$ cat src/rtl/llsc_pkg.sv
package llsc_pkg;

   // Operation applied to the link register at the next edge
   typedef enum logic [1:0] {
      RSV_HOLD = 2'd0,
      RSV_LOAD = 2'd1,
      RSV_DROP = 2'd2
   } rsv_op_e;

   function automatic int unsigned blk_ofs_bits(input int unsigned blk_bytes);
      return $clog2(blk_bytes);
   endfunction

endpackage

$ cat src/rtl/llsc_blk_match.sv
module llsc_blk_match #(
   parameter int ADDR_W = 32,
   parameter int OFS_W  = 6,
   localparam int TAG_W = ADDR_W - OFS_W
) (
   input  logic              en,
   input  logic [ADDR_W-1:0] addr,
   input  logic              tag_vld,
   input  logic [TAG_W-1:0]  tag,
   output logic              hit
);

   logic [TAG_W-1:0] addr_tag;

   assign addr_tag = addr[ADDR_W-1:OFS_W];
   assign hit      = en && tag_vld && (addr_tag == tag);

endmodule

$ cat src/rtl/llsc_link_reg.sv
module llsc_link_reg
   import llsc_pkg::*;
#(
   parameter int TAG_W = 26
) (
   input  logic             clk,
   input  logic             rst_n,
   input  rsv_op_e          op,
   input  logic [TAG_W-1:0] ld_tag,
   output logic             vld_q,
   output logic [TAG_W-1:0] tag_q
);

   always_ff @(posedge clk) begin
      if (!rst_n) begin
         vld_q <= 1'b0;
         tag_q <= '0;
      end else begin
         unique case (op)
            RSV_LOAD: begin
               vld_q <= 1'b1;
               tag_q <= ld_tag;
            end
            RSV_DROP: begin
               vld_q <= 1'b0;
               tag_q <= '0;
            end
            default: begin
               vld_q <= vld_q;
               tag_q <= tag_q;
            end
         endcase
      end
   end

endmodule

$ cat src/rtl/llsc_result_stage.sv
module llsc_result_stage #(
   parameter int ADDR_W     = 32,
   parameter int DATA_W     = 64,
   parameter bit ZERO_IDLE  = 1'b1
) (
   input  logic              clk,
   input  logic              rst_n,
   input  logic              sc_req,
   input  logic              pass,
   input  logic [ADDR_W-1:0] sc_addr,
   input  logic [DATA_W-1:0] sc_wdata,
   output logic              sc_done,
   output logic              sc_fail,
   output logic              mem_wr_en,
   output logic [ADDR_W-1:0] mem_wr_addr,
   output logic [DATA_W-1:0] mem_wr_data
);

   logic              done_q;
   logic              fail_q;
   logic [ADDR_W-1:0] addr_q;
   logic [DATA_W-1:0] data_q;

   always_ff @(posedge clk) begin
      if (!rst_n) begin
         done_q <= 1'b0;
         fail_q <= 1'b0;
      end else begin
         done_q <= sc_req;
         fail_q <= sc_req && !pass;
      end
   end

   always_ff @(posedge clk) begin
      if (!rst_n) begin
         addr_q <= '0;
         data_q <= '0;
      end else if (sc_req && pass) begin
         addr_q <= sc_addr;
         data_q <= sc_wdata;
      end
   end

   assign sc_done   = done_q;
   assign sc_fail   = fail_q;
   assign mem_wr_en = done_q && !fail_q;

   generate
      if (ZERO_IDLE) begin : g_zero_idle
         assign mem_wr_addr = mem_wr_en ? addr_q : '0;
         assign mem_wr_data = mem_wr_en ? data_q : '0;
      end else begin : g_hold_bus
         assign mem_wr_addr = addr_q;
         assign mem_wr_data = data_q;
      end
   endgenerate

endmodule

$ cat src/rtl/llsc_resv_monitor.sv
module llsc_resv_monitor
   import llsc_pkg::*;
#(
   parameter int ADDR_W    = 32,
   parameter int DATA_W    = 64,
   parameter int BLK_BYTES = 64,
   parameter int N_SNOOP   = 2,
   parameter bit ZERO_IDLE = 1'b1,
   localparam int OFS_W    = blk_ofs_bits(BLK_BYTES),
   localparam int TAG_W    = ADDR_W - OFS_W
) (
   input  logic                      clk,
   input  logic                      rst_n,
   input  logic                      ll_req,
   input  logic [ADDR_W-1:0]         ll_addr,
   input  logic                      sc_req,
   input  logic [ADDR_W-1:0]         sc_addr,
   input  logic [DATA_W-1:0]         sc_wdata,
   input  logic                      inv_vld,
   input  logic [ADDR_W-1:0]         inv_addr,
   input  logic [N_SNOOP-1:0]        snp_vld,
   input  logic [N_SNOOP*ADDR_W-1:0] snp_addr,
   input  logic                      irq_evt,
   output logic                      sc_done,
   output logic                      sc_fail,
   output logic                      mem_wr_en,
   output logic [ADDR_W-1:0]         mem_wr_addr,
   output logic [DATA_W-1:0]         mem_wr_data
);

   // Elaboration-time parameter checks
   generate
      if ((BLK_BYTES < 2) || ((BLK_BYTES & (BLK_BYTES - 1)) != 0)) begin : g_bad_blk
         $fatal(1, "BLK_BYTES must be a power of two of at least 2");
      end
      if (OFS_W >= ADDR_W) begin : g_bad_addr
         $fatal(1, "ADDR_W must exceed the block offset width");
      end
      if (N_SNOOP < 1) begin : g_bad_snoop
         $fatal(1, "N_SNOOP must be at least 1");
      end
      if (DATA_W < 8) begin : g_bad_data
         $fatal(1, "DATA_W must be at least 8");
      end
   endgenerate

   logic             rsv_vld;
   logic [TAG_W-1:0] rsv_tag;
   logic             sc_hit;
   logic             inv_hit;
   logic [N_SNOOP-1:0] snp_hit;
   logic             drop_evt;
   logic             sc_pass;
   rsv_op_e          rsv_op;

   llsc_blk_match #(.ADDR_W(ADDR_W), .OFS_W(OFS_W)) u_sc_match (
      .en      (sc_req),
      .addr    (sc_addr),
      .tag_vld (rsv_vld),
      .tag     (rsv_tag),
      .hit     (sc_hit)
   );

   llsc_blk_match #(.ADDR_W(ADDR_W), .OFS_W(OFS_W)) u_inv_match (
      .en      (inv_vld),
      .addr    (inv_addr),
      .tag_vld (rsv_vld),
      .tag     (rsv_tag),
      .hit     (inv_hit)
   );

   generate
      for (genvar i = 0; i < N_SNOOP; i++) begin : g_snoop
         llsc_blk_match #(.ADDR_W(ADDR_W), .OFS_W(OFS_W)) u_snp_match (
            .en      (snp_vld[i]),
            .addr    (snp_addr[i*ADDR_W +: ADDR_W]),
            .tag_vld (rsv_vld),
            .tag     (rsv_tag),
            .hit     (snp_hit[i])
         );
      end
   endgenerate

   assign drop_evt = irq_evt || inv_hit || (|snp_hit);
   assign sc_pass  = sc_hit && !drop_evt;

   always_comb begin
      if (irq_evt)
         rsv_op = RSV_DROP;
      else if (ll_req)
         rsv_op = RSV_LOAD;
      else if (sc_req || drop_evt)
         rsv_op = RSV_DROP;
      else
         rsv_op = RSV_HOLD;
   end

   llsc_link_reg #(.TAG_W(TAG_W)) u_link (
      .clk    (clk),
      .rst_n  (rst_n),
      .op     (rsv_op),
      .ld_tag (ll_addr[ADDR_W-1:OFS_W]),
      .vld_q  (rsv_vld),
      .tag_q  (rsv_tag)
   );

   llsc_result_stage #(
      .ADDR_W    (ADDR_W),
      .DATA_W    (DATA_W),
      .ZERO_IDLE (ZERO_IDLE)
   ) u_result (
      .clk         (clk),
      .rst_n       (rst_n),
      .sc_req      (sc_req),
      .pass        (sc_pass),
      .sc_addr     (sc_addr),
      .sc_wdata    (sc_wdata),
      .sc_done     (sc_done),
      .sc_fail     (sc_fail),
      .mem_wr_en   (mem_wr_en),
      .mem_wr_addr (mem_wr_addr),
      .mem_wr_data (mem_wr_data)
   );

endmodule

$ cat config.mk
export PLATFORM = sky130hd
export DESIGN_NAME = llsc_resv_monitor
export DESIGN_NICKNAME = d
export VERILOG_FILES = /design/src/rtl/llsc_pkg.sv /design/src/rtl/llsc_blk_match.sv /design/src/rtl/llsc_link_reg.sv /design/src/rtl/llsc_result_stage.sv /design/src/rtl/llsc_resv_monitor.sv
export SDC_FILE = /design/constraint.sdc
export NUM_CORES = 1
export LEC_CHECK = 0
export ABC_CLOCK_PERIOD_IN_PS = 3400
export BUFFER_PORTS_ARGS = -buffer_cell sky130_fd_sc_hd__buf_2
export CELL_PAD_IN_SITES_DETAIL_PLACEMENT = 0
export CELL_PAD_IN_SITES_GLOBAL_PLACEMENT = 1
export CORE_UTILIZATION = 33
export DETAILED_ROUTE_END_ITERATION = 16
export MAX_ROUTING_LAYER = met4
export PLACE_DENSITY = 0.84
export SETUP_SLACK_MARGIN = 0.4
export SYNTH_ARGS = -nofsm -noshare
export SYNTH_HDL_FRONTEND = slang
export SYNTH_HIERARCHICAL = 1
export SYNTH_SLANG_ARGS = --single-unit
$ cat constraint.sdc
create_clock -name clk -period 3.4 [get_ports clk]
set_input_delay 0.68 -clock clk [delete_from_list [all_inputs] [get_ports clk]]
set_output_delay 0.68 -clock clk [all_outputs]
set_load 0.005 [all_outputs]
==> impl_metrics.env, run 1 <==
export IMPL_outcome="finished, final reports clean"
export IMPL_finalNonFillerCells=1373
export IMPL_design_area_sq_mm=0.00918
export IMPL_max_slew_margin_pct=55.1
export IMPL_antenna_found_initial=0
export IMPL_die_area_sq_mm=0.0213
export IMPL_endpoint_kind="flip-flop"
export IMPL_synth_distinct_cells=31
export IMPL_antenna_left=0
export IMPL_swShare_pct=25.6
export IMPL_h_tree_depth=4
export IMPL_viasPerCell=4.90
export IMPL_fmax_mhz=357
export IMPL_maxCapViolations=0
export IMPL_die_height_microns=146
export IMPL_crit_path_max_fanout=25
export IMPL_power_share_sequential_pct=39.9
export IMPL_drc=0
export IMPL_drv_slew=0
export IMPL_netlist_area_sq_mm=0.00683
export IMPL_core_area_sq_mm=0.0202
export IMPL_crit_chain="xor2_1 -> nor4_2 -> nand4_1 -> nor4_2 -> nor3_2 -> a21oi_1 -> ha_1 -> or2_1 -> buf_12 -> o21ai_0"
export IMPL_pwr_share_clk_pct=48.2
export IMPL_worst_clock_skew_ns=0.00817
export IMPL_cell_internal_pwr_uw=2870
export IMPL_die_w_microns=146
export IMPL_clk_latency_ns=0.41
export IMPL_crit_top_cell="nor4_2"
export IMPL_crit_slowest_cell="dfxtp_1"
export IMPL_holdBufCountCts=0
export IMPL_worst_pin_slew_ns=0.674
export IMPL_avgSynthCellArea_sq_um=8.32
export IMPL_finalCritPeriodShare_pct=82.5
export IMPL_syn_inst=821
export IMPL_arrival_ns=3.13
export IMPL_critical_path_class="reg2reg"
export IMPL_routed_wl_mm=21.8
export IMPL_p_per_area_mw_per_mm2=421
export IMPL_synthesis_nets=1055
export IMPL_numCtsBuffers=17
export IMPL_gp_congestion=0.874
export IMPL_root_buffer="clkbuf_16"
export IMPL_setup_viol=0
export IMPL_drtIter0Drc=332
export IMPL_clk_pin_slew_ns=0.06
export IMPL_place_hpwl_mm=16.0
export IMPL_rows=52
export IMPL_place_area_sq_mm=0.00854
export IMPL_comb_power_share_pct=11.8
export IMPL_clock_sinks=125
export IMPL_tns_ns=0
export IMPL_syn_to_final_growth_pct=34.4
export IMPL_detail_route_first_pass_iterations=4
export IMPL_cts_max_path_buffers=2
export IMPL_grt_first_pass_wirelength_mm=34.2
export IMPL_start_kind="flip-flop"
export IMPL_ys_ff_latch=125
export IMPL_cts_tree="yes"
export IMPL_cts_resized=0
export IMPL_hold_viol_final=0
export IMPL_gr_total_overflow=0
export IMPL_portBuffers=306
export IMPL_nets=1324
export IMPL_pin_count=331
export IMPL_vias=6728
export IMPL_grt_usage_pct=21.0
export IMPL_worstHoldPathType="reg2reg"
export IMPL_cp_top_family="simple AND/OR/NAND/NOR gates"
export IMPL_ys_warn_count=6
export IMPL_placed_cells=1341
export IMPL_fin_hold_ws_ns=0.450
export IMPL_routedWlPerCell_microns=15.8
export IMPL_ys_seq_area_share_pct=36.6
export IMPL_p_sw_uw=990
export IMPL_start_util_pct=33.8
export IMPL_ir_drop_mv=0.260
export IMPL_diodes=0
export IMPL_grt_max_degree=86
export IMPL_grt_pass1_vias=6400
export IMPL_crit_required_ns=3.73
export IMPL_drive_gt1_share_pct=39.8
export IMPL_cpPeakStageDelay_ns=0.47
export IMPL_leakage_uw=0.00412
export IMPL_worst_path_buf_inv=1
export IMPL_post_cts_buffers=0
export IMPL_finalCoreUtilization_pct=45.4
export IMPL_min_period_ns=2.80
export IMPL_rsz0062_at_grt="false"
## routing by layer
metal	vias up	wire, microns	global-route usage, %
li1	3385	-	-
met1	3057	9500	25.7
met2	265	10400	33.8
met3	21	1540	5.39
met4	0	353	6.05
met5	-	0	-
## per-stage QoR
stage          total power, uW  worst slack [ns]
6_report                  3860             0.596
5_1_grt                   4030             0.403
4_1_cts                   3910             0.458
3_5_place_dp              2020             0.115
3_3_place_gp              2020             0.145
2_1_floorplan             1810             0.719
## layout by cell type, fill, tap and decap left out, types with 3 or more instances in the layout
cell type	Yosys	final
dfxtp_2	0	9
nor4_2	4	8
xor2_1	72	72
and2_1	97	97
nand3_1	29	29
buf_4	3	13
clkinvlp_4	0	5
o21ai_0	61	61
buf_2	30	304
nor2_1	5	5
clkinv_2	0	3
bufinv_16	0	3
clkbuf_16	0	17
nand4_1	108	108
dfxtp_1	125	116
xnor2_1	32	32
o21ai_2	60	60
nor4_1	16	12
buf_12	0	7
nand2_1	122	122
## path summary, 6_finish.rpt
check | start | end | slack (ns) | depth (start not counted)
hold / removal | u_result/data_q[14] | u_result/data_q[14] | 0.45 | 2
setup / recovery | u_link/tag_q[16] | u_link/tag_q[25] | 0.60 | 10
setup reg to reg | u_link/tag_q[16] | u_link/tag_q[25] | 0.60 | 10
hold reg to reg | u_result/data_q[14] | u_result/data_q[14] | 0.45 | 2
## flip-flops by register name, indices dropped and copies added (netlist names)
register / count
u_link/tag_q: 26
u_link/vld_q: 1
u_result/addr_q: 32
u_result/data_q: 64
u_result/sc_done: 1
u_result/sc_fail: 1
## cell families after synthesis
family,Yosys count,share of synthesized area [%]
and+or+nand+nor,390,31.2
adders and majority gates,2,0.366
buffers and inverters,76,6.02
xor gates and xnor gates,104,13.3
AOI/OAI and AO/OA,124,12.5
DFF,125,36.6
## cells in the mapped netlist (all sizes together)
library cell | count | share of area, %
dfxtp | 125 | 37
nand2 | 122 | 6.7
o21ai | 121 | 12
nand4 | 108 | 9.9
and2 | 98 | 9.0
xor2 | 72 | 9.2
buf | 44 | 4.1
xnor2 | 32 | 4.1
clkbuf | 31 | 1.8
nand3 | 29 | 2.1
nor4 | 20 | 2.2
nor2 | 5 | 0.27
nor2b | 3 | 0.38
ha | 2 | 0.37
or2 | 2 | 0.18
a21boi | 1 | 0.11
a21oi | 1 | 0.073
a31o | 1 | 0.13
and3b | 1 | 0.13
inv | 1 | 0.055
nor3 | 1 | 0.15
nor4bb | 1 | 0.15
## cell type report
type / count / area [sq um]
clock buffer: 18 / 439
clock inverter: 14 / 169
fill: 2021 / 11100
inverter: 1 / 3.75
multi-input combinational: 620 / 3950
sequential: 125 / 2510
tap: 270 / 338
timing repair buffer: 325 / 1770
## power by group through the flow
stage	Clock [uW]	Sequential, uW	Combinational [uW]
after global placement	0	1570	450
after floorplan	0	1560	251
after global routing	1980	1550	501
final	1860	1540	457
after CTS	1920	1540	454
after detailed placement	0	1570	452
## worst register-to-register path, delay by kind of cell, from the launching register on
kind                     cells  cell delay [ns]
buffers and inverters        1             0.18
flip-flops                   1             0.47
AO/OA/AOI/OAI                2             0.38
adder cells (fa/ha/maj)      1             0.30
AND/OR/NAND/NOR              5             1.28
XOR/XNOR                     1             0.12
No activity file was read; power rests on OpenSTA's default activity.
==> run 2, diff against run 1 <==
- ABC_AREA: default -> 1
- ABC_CLOCK_PERIOD_IN_PS: 3400 -> 2900
- CORE_UTILIZATION: 33 -> 31
- clock period: 3.4 -> 2.9 ns (I/O delays scaled with it)
==> run 2 against run 1 <==
Against the previous run:
- synthesized area increased by 13%
- clock skew increased by 0.0028 ns
- synthesized cell count increased by 69%
- hold slack got worse by 0.069 ns
- non-clock buffer count decreased by 4
- critical path type unchanged
- critical endpoint is now u_link/tag_q[23]
==> impl_metrics.env, run 2 <==
export IMPL_ys_ff_latch=125
export IMPL_grt_met1_usage_pct=23.4
export IMPL_min_period_ns=2.30
export IMPL_arrival_ns=2.60
export IMPL_place_hpwl_mm=18.0
export IMPL_grt_max_degree=67
export IMPL_muxShareOfSynthArea_pct=0
export IMPL_grt_pass1_vias=7542
export IMPL_async_reset_ff_share_pct=0
export IMPL_ir_drop_mv=0.288
export IMPL_critical_path_class="reg2reg"
export IMPL_hold_viol_final=0
export IMPL_layout_common_cells="496 x nand2_1, 371 x nor2_1, 305 x buf_2"
export IMPL_gr_max_usage_layer="met2"
export IMPL_cts_tree="yes"
export IMPL_gp_congestion=0.829
export IMPL_synth_distinct_cells=21
export IMPL_syn_inst=1385
export IMPL_synthAdderAreaFrac_pct=0.323
export IMPL_vias=8236
export IMPL_ys_seq_area_share_pct=32.3
export IMPL_crit_required_ns=3.20
export IMPL_worstHoldEndpoint="u_result/data_q[28]"
export IMPL_post_cts_buffers=0
export IMPL_synth_common_cells="496 x nand2_1, 372 x nor2_1, 259 x inv_1, 125 x dfxtp_1"
export IMPL_reg2reg_depth=17
export IMPL_hold_start="sc_wdata[28]"
export IMPL_avgSynthCellArea_sq_um=5.59
export IMPL_r2r_end="u_link/tag_q[23]"
export IMPL_synth_top_family_by_area="simple AND/OR/NAND/NOR gates"
export IMPL_grt_first_pass_wirelength_mm=38.0
export IMPL_clock_sinks=125
export IMPL_die_height_microns=160
export IMPL_cts_max_path_buffers=2
export IMPL_crit_chain="inv_1 -> nand2_1 -> nand2_1 -> nor2_1 -> nand2_1 -> nor2_1 -> nand2_1 -> nor2_2 -> nor2_1 -> nand3_1 -> nand2_1 -> inv_1 -> ha_1 -> nor2_4 -> buf_12 -> nand2_1 -> a21oi_1"
export IMPL_p_per_area_mw_per_mm2=454
export IMPL_endpoint_kind="flip-flop"
export IMPL_mostFrequentLayoutCell="nand2_1"
export IMPL_routed_wl_mm=24.2
export IMPL_maxCapViolations=0
export IMPL_netlist_area_sq_mm=0.00774
export IMPL_detail_route_first_pass_iterations=5
export IMPL_grt_usage_pct=19.3
export IMPL_top_register="u_result/data_q"
export IMPL_portBuffers=306
export IMPL_setup_viol=0
export IMPL_cpPeakStageDelay_ns=0.48
export IMPL_nets=1911
export IMPL_start_kind="flip-flop"
export IMPL_antenna_left=0
export IMPL_largest_reg_flops=64
export IMPL_start_util_pct=31.7
export IMPL_outcome="finished, final reports clean"
export IMPL_routedWlPerCell_microns=12.0
export IMPL_synth_top_area_share_pct=32.3
export IMPL_max_slew_margin_pct=25.2
export IMPL_synth_top_area_cell="dfxtp_1"
export IMPL_synthesis_nets=1619
export IMPL_synthFlopType="dfxtp_1"
export IMPL_worst_pin_slew_ns=1.12
export IMPL_tns_ns=0
export IMPL_worstHoldPathType="in2reg"
export IMPL_core_area_sq_mm=0.0244
export IMPL_worst_clock_skew_ns=0.0110
export IMPL_h_tree_depth=4
export IMPL_leakage_uw=0.00593
export IMPL_fill_cells=2724
export IMPL_gr_total_overflow=0
export IMPL_root_buffer="clkbuf_16"
export IMPL_syn_to_final_growth_pct=31.2
export IMPL_synthTopCellsByArea="dfxtp_1 32%, nand2_1 24%, nor2_1 18%, inv_1 13%, buf_6 2.3%"
export IMPL_numCtsBuffers=17
export IMPL_crit_path_max_fanout=26
export IMPL_crit_top_cell="nand2_1"
export IMPL_synth_edf_count=0
export IMPL_ys_warn_count=6
export IMPL_antenna_found_initial=1
export IMPL_die_area_sq_mm=0.0256
export IMPL_drive_gt1_share_pct=25.1
export IMPL_fmax_mhz=435
export IMPL_yosys_area_share_simple_pct=44.7
export IMPL_synthXorXnorAreaFrac_pct=2.26
export IMPL_finalCritPeriodShare_pct=79.3
export IMPL_viasPerCell=4.09
export IMPL_pin_count=331
export IMPL_reg_top3="u_result/data_q: 64 flops, u_result/addr_q: 32 flops, u_link/tag_q: 26 flops"
export IMPL_reg2reg_from="u_link/tag_q[23]"
export IMPL_synth_most_common_cell="nand2_1"
export IMPL_rows=57
export IMPL_drtIter0Drc=493
export IMPL_rsz0062_at_grt="false"
export IMPL_use_met2_pct=31.4
export IMPL_clk_latency_ns=0.42
export IMPL_grtUsageMet3_pct=5.71
export IMPL_synth_compound_area_share_pct=2.72
export IMPL_crit_slowest_cell="dfxtp_2"
export IMPL_finalCoreUtilization_pct=41.7
export IMPL_clk_pin_slew_ns=0.06
export IMPL_die_w_microns=160
export IMPL_r2r_setup_slack_ns=0.60
export IMPL_drc=0
export IMPL_whs_path_depth=3
export IMPL_drv_slew=0
-- run 2: changes by cell type after synthesis, moves of 24 or more --
cell / before / now
nand2_1: 122 / 496
nor2_1: 5 / 372
inv_1: 1 / 259
nand4_1: 108 / 0
and2_1: 97 / 0
xor2_1: 72 / 4
o21ai_0: 61 / 0
o21ai_2: 60 / 0
nand3_1: 29 / 5
-- run 2: worst max-delay path by stage --
stage | start | slack [ns] | endpoint
after global placement | inv_addr[8] | 0.34 | u_result/data_q[36]
after detailed placement | inv_addr[8] | 0.31 | u_result/data_q[31]
after floorplan | snp_addr[42] | 0.80 | u_link/vld_q
final | u_link/tag_q[23] | 0.60 | u_link/tag_q[23]
after CTS | u_link/tag_q[7] | 0.40 | u_result/data_q[42]
after global routing | u_link/tag_q[2] | 0.38 | u_link/tag_q[23]
-- run 2: through the flow --
stage	setup WS, ns	power [uW]	cell area [sq um]	cells	hold WS (ns)
after floorplan	0.796	2190	7740	1385	0.495
after global placement	0.336	2430	9490	1981	0.502
after detailed placement	0.315	2430	9490	1981	0.508
after CTS	0.403	4680	10100	2013	0.364
after global routing	0.379	4840	10200	2015	0.364
final	0.599	4620	10200	2015	0.381
-- run 2: worst max-delay path: cells and delay by family (launching register included) --
| kind | cells | cell delay (ns) |
|---|---|---|
| buffers and inverters | 3 | 0.32 |
| flip-flops | 1 | 0.48 |
| AND/OR/NAND/NOR | 12 | 0.99 |
| adder cells (fa/ha/maj) | 1 | 0.27 |
| AO/OA/AOI/OAI | 1 | 0.12 |
-- run 2: kinds of logic (layout without fill, tap and decap cells) --
family          Yosys count  in the layout
other cells               0              1
xor+xnor                 20             20
buf+inv                 310            614
fa+ha+maj                 2              2
simple gates            901            902
compound gates           27             27
flops                   125            125
-- run 2: layer usage --
metal	part of all wire (%)	vias to the layer above
met1	46	3474
met2	45	248
met4	1.2	0
met3	7.5	20
met5	0	-
li1	-	4494
-- run 2: final cells by class --
class | instances | area, sq um | share of cell area [%]
Multi-Input combinational cell | 951 | 3900 | 38.4
Clock buffer | 17 | 425 | 4.19
Timing Repair Buffer | 321 | 1710 | 16.8
Antenna cell | 1 | 2.50 | 0.0246
Sequential cell | 125 | 2550 | 25.1
Tap cell | 324 | 405 | 3.99
Inverter | 261 | 982 | 9.67
Clock inverter | 15 | 184 | 1.81
-- run 2: timing repair --
item / 4_1_cts / 5_1_grt
hold buffers: 0 / 0
setup endpoints to repair: 43 / 111
gates cloned: 0 / 1
resized for setup: 4 / 28
pin swaps: 0 / 1
-- run 2: power breakdown --
group | leakage (uW) | switching (uW) | internal, uW
registers | 0.00102 | 75.4 | 1750
logic | 0.00461 | 318 | 252
clock network | 0.000291 | 859 | 1370
==> run 3, diff against run 2 <==
- ABC_CLOCK_PERIOD_IN_PS: 2900 -> 2020
- CORE_UTILIZATION: 31 -> 28
- PLACE_DENSITY: 0.84 -> 0.8
- clock period: 2.9 -> 2.02 ns (I/O delays scaled with it)
==> run 3 against run 2 <==
Against the previous run:
- the run now ends with negative setup slack left
- critical path depth unchanged
- die area increased by 11%
- critical endpoint is now u_link/tag_q[21]
- hold slack got worse by 0.18 ns
- routed wire length increased by 26%
- fmax increased by 5.2%
- clock power increased by 52%
- global-route usage increased by 1.9 points
- non-clock buffer count increased by 115
- count of clock-buffer cells in the layout increased by 1
- combinational power increased by 110%
- sequential share of layout area decreased by 5.6 points
- final area increased by 30%
==> impl_metrics.env, run 3 (same netlist as run 2, synthesis figures left out) <==
export IMPL_start_util_pct=28.6
export IMPL_setup_slack_ns=-0.168
export IMPL_syn_to_final_growth_pct=70.0
export IMPL_grt_pass1_vias=8393
export IMPL_pin_count=331
export IMPL_drv_slew=0
export IMPL_maxCapViolations=0
export IMPL_cts_max_path_buffers=2
export IMPL_die_w_microns=168
export IMPL_gr_total_overflow=0
export IMPL_seqCellArea_sq_mm=0.00257
export IMPL_crit_slowest_cell="dfxtp_4"
export IMPL_finalNonFillerCells=2150
export IMPL_die_height_microns=168
export IMPL_setup_viol=144
export IMPL_leakage_uw=0.00700
export IMPL_place_hpwl_mm=18.4
export IMPL_antenna_left=0
export IMPL_detail_route_first_pass_iterations=5
export IMPL_reg2reg_from="u_link/tag_q[2]"
export IMPL_p_per_area_mw_per_mm2=546
export IMPL_antenna_found_initial=4
export IMPL_layout_common_cells="418 x nand2_1, 290 x buf_2, 262 x nor2_1"
export IMPL_worst_path_buf_inv=3
export IMPL_hold_viol_final=0
export IMPL_finalCritPeriodShare_pct=108
export IMPL_largest_reg_flops=64
export IMPL_placed_cells=2031
export IMPL_portBuffers=306
export IMPL_min_period_ns=2.19
export IMPL_finalCoreUtilization_pct=48.7
export IMPL_drtIter0Drc=440
export IMPL_place_ws_ns=-0.202
export IMPL_root_buffer="clkbuf_16"
export IMPL_gp_congestion=0.839
export IMPL_critical_path_class="reg2reg"
export IMPL_drc=0
export IMPL_numCtsBuffers=17
export IMPL_endpoint_kind="flip-flop"
export IMPL_grt_max_degree=75
export IMPL_ir_drop_mv=0.458
export IMPL_multi_input_area_sq_mm=0.00476
export IMPL_fmax_mhz=457
export IMPL_rsz0062_at_grt="true"
export IMPL_hold_start="sc_wdata[35]"
export IMPL_routed_wl_mm=30.4
export IMPL_outcome="finished with violations"
export IMPL_clock_sinks=125
export IMPL_grt_usage_pct=21.3
export IMPL_worst_pin_slew_ns=0.412
export IMPL_rows=60
export IMPL_failed_checks="negative setup slack"
export IMPL_crit_path_max_fanout=21
export IMPL_routedWlPerCell_microns=14.1
export IMPL_max_slew_margin_pct=72.5
export IMPL_h_tree_depth=4
export IMPL_mostFrequentLayoutCell="nand2_1"
export IMPL_top_register="u_result/data_q"
export IMPL_cts_tree="yes"
export IMPL_core_area_sq_mm=0.0270
export IMPL_worstHoldPathType="in2reg"
export IMPL_clk_pin_slew_ns=0.07
export IMPL_die_area_sq_mm=0.0283
export IMPL_crit_chain="buf_12 -> nor2_4 -> nor2_1 -> nor2_1 -> nand2_1 -> nor2_2 -> nand2_2 -> nor2_2 -> nor2_2 -> nand3_1 -> nand2_1 -> inv_2 -> ha_4 -> nor2_4 -> buf_12 -> nand2_1 -> a21oi_1"
export IMPL_vias=9036
export IMPL_cpPeakStageDelay_ns=0.36
export IMPL_nets=2026
export IMPL_cp_top_family="simple AND/OR/NAND/NOR gates"
export IMPL_reg_top3="u_result/data_q: 64 flops, u_result/addr_q: 32 flops, u_link/tag_q: 26 flops"
export IMPL_worst_clock_skew_ns=0.0144
export IMPL_viasPerCell=4.20
export IMPL_start_kind="flip-flop"
export IMPL_fill_cells=2711
export IMPL_crit_path_start="u_link/tag_q[2]"
export IMPL_clk_latency_ns=0.42
export IMPL_drive_gt1_share_pct=41.7
export IMPL_grt_first_pass_wirelength_mm=44.9
export IMPL_crit_required_ns=2.35
export IMPL_arrival_ns=2.52
-- run 3: final timing paths --
path / cells past startpoint / endpoint / slack [ns]
worst min register to register: 4 / u_result/data_q[5] / 0.52
worst min-delay path: 3 / u_result/data_q[35] / 0.21
worst max register to register: 17 / u_link/tag_q[21] / -0.17
worst max-delay path: 17 / u_link/tag_q[21] / -0.17
-- run 3: power breakdown --
group | switching [uW] | internal [uW] | total (uW)
combinational | 628 | 590 | 1220
sequential | 102 | 2500 | 2610
clock | 1300 | 2060 | 3370
total | 2030 | 5160 | 7190
-- run 3: tightest hold or removal path: cells and delay by family --
kind / cells / cell delay [ns]
simple gates: 2 / 0.11
buf+inv: 1 / 0.07
-- run 3: repair_timing --
| action | 4_1_cts | 5_1_grt |
|---|---|---|
| cloned | 32 | 7 |
| setup buffers | 30 | 14 |
| hold buffers | 0 | 0 |
| pin swaps | 17 | 27 |
| gates resized for setup | 233 | 140 |
| setup endpoints to repair | 220 | 220 |
-- run 3: stage by stage --
| step | hold slack (ns) | power, uW | cell area [sq um] | TNS [ns] |
|---|---|---|---|---|
| 2_1_floorplan | 0.484 | 3150 | 7880 | 0 |
| 3_3_place_gp | 0.503 | 3580 | 9920 | -16.99 |
| 3_5_place_dp | 0.507 | 3590 | 9920 | -19.06 |
| 4_1_cts | 0.184 | 7210 | 12500 | -13.19 |
| 5_1_grt | 0.186 | 7520 | 13200 | -34.39 |
| 6_report | 0.206 | 7190 | 13200 | -10.48 |
-- run 3: area by class of cell --
type                    count  share of cell area [%]
clock buffers              18                    3.42
repair buffers            436                    28.3
flip-flops and latches    125                    19.5
diodes                      4                  0.0761
multi-input cells         950                    36.1
repair inverters            1                   0.124
inverters                 261                    7.75
well taps                 341                    3.24
clock inverters            14                    1.45
-- run 3: layer usage --
| metal | track usage, % | wire, microns |
|---|---|---|
| met3 | 5.57 | 2250 |
| met5 | - | 0 |
| met2 | 36.7 | 14600 |
| met4 | 5.53 | 656 |
| met1 | 24.2 | 12900 |
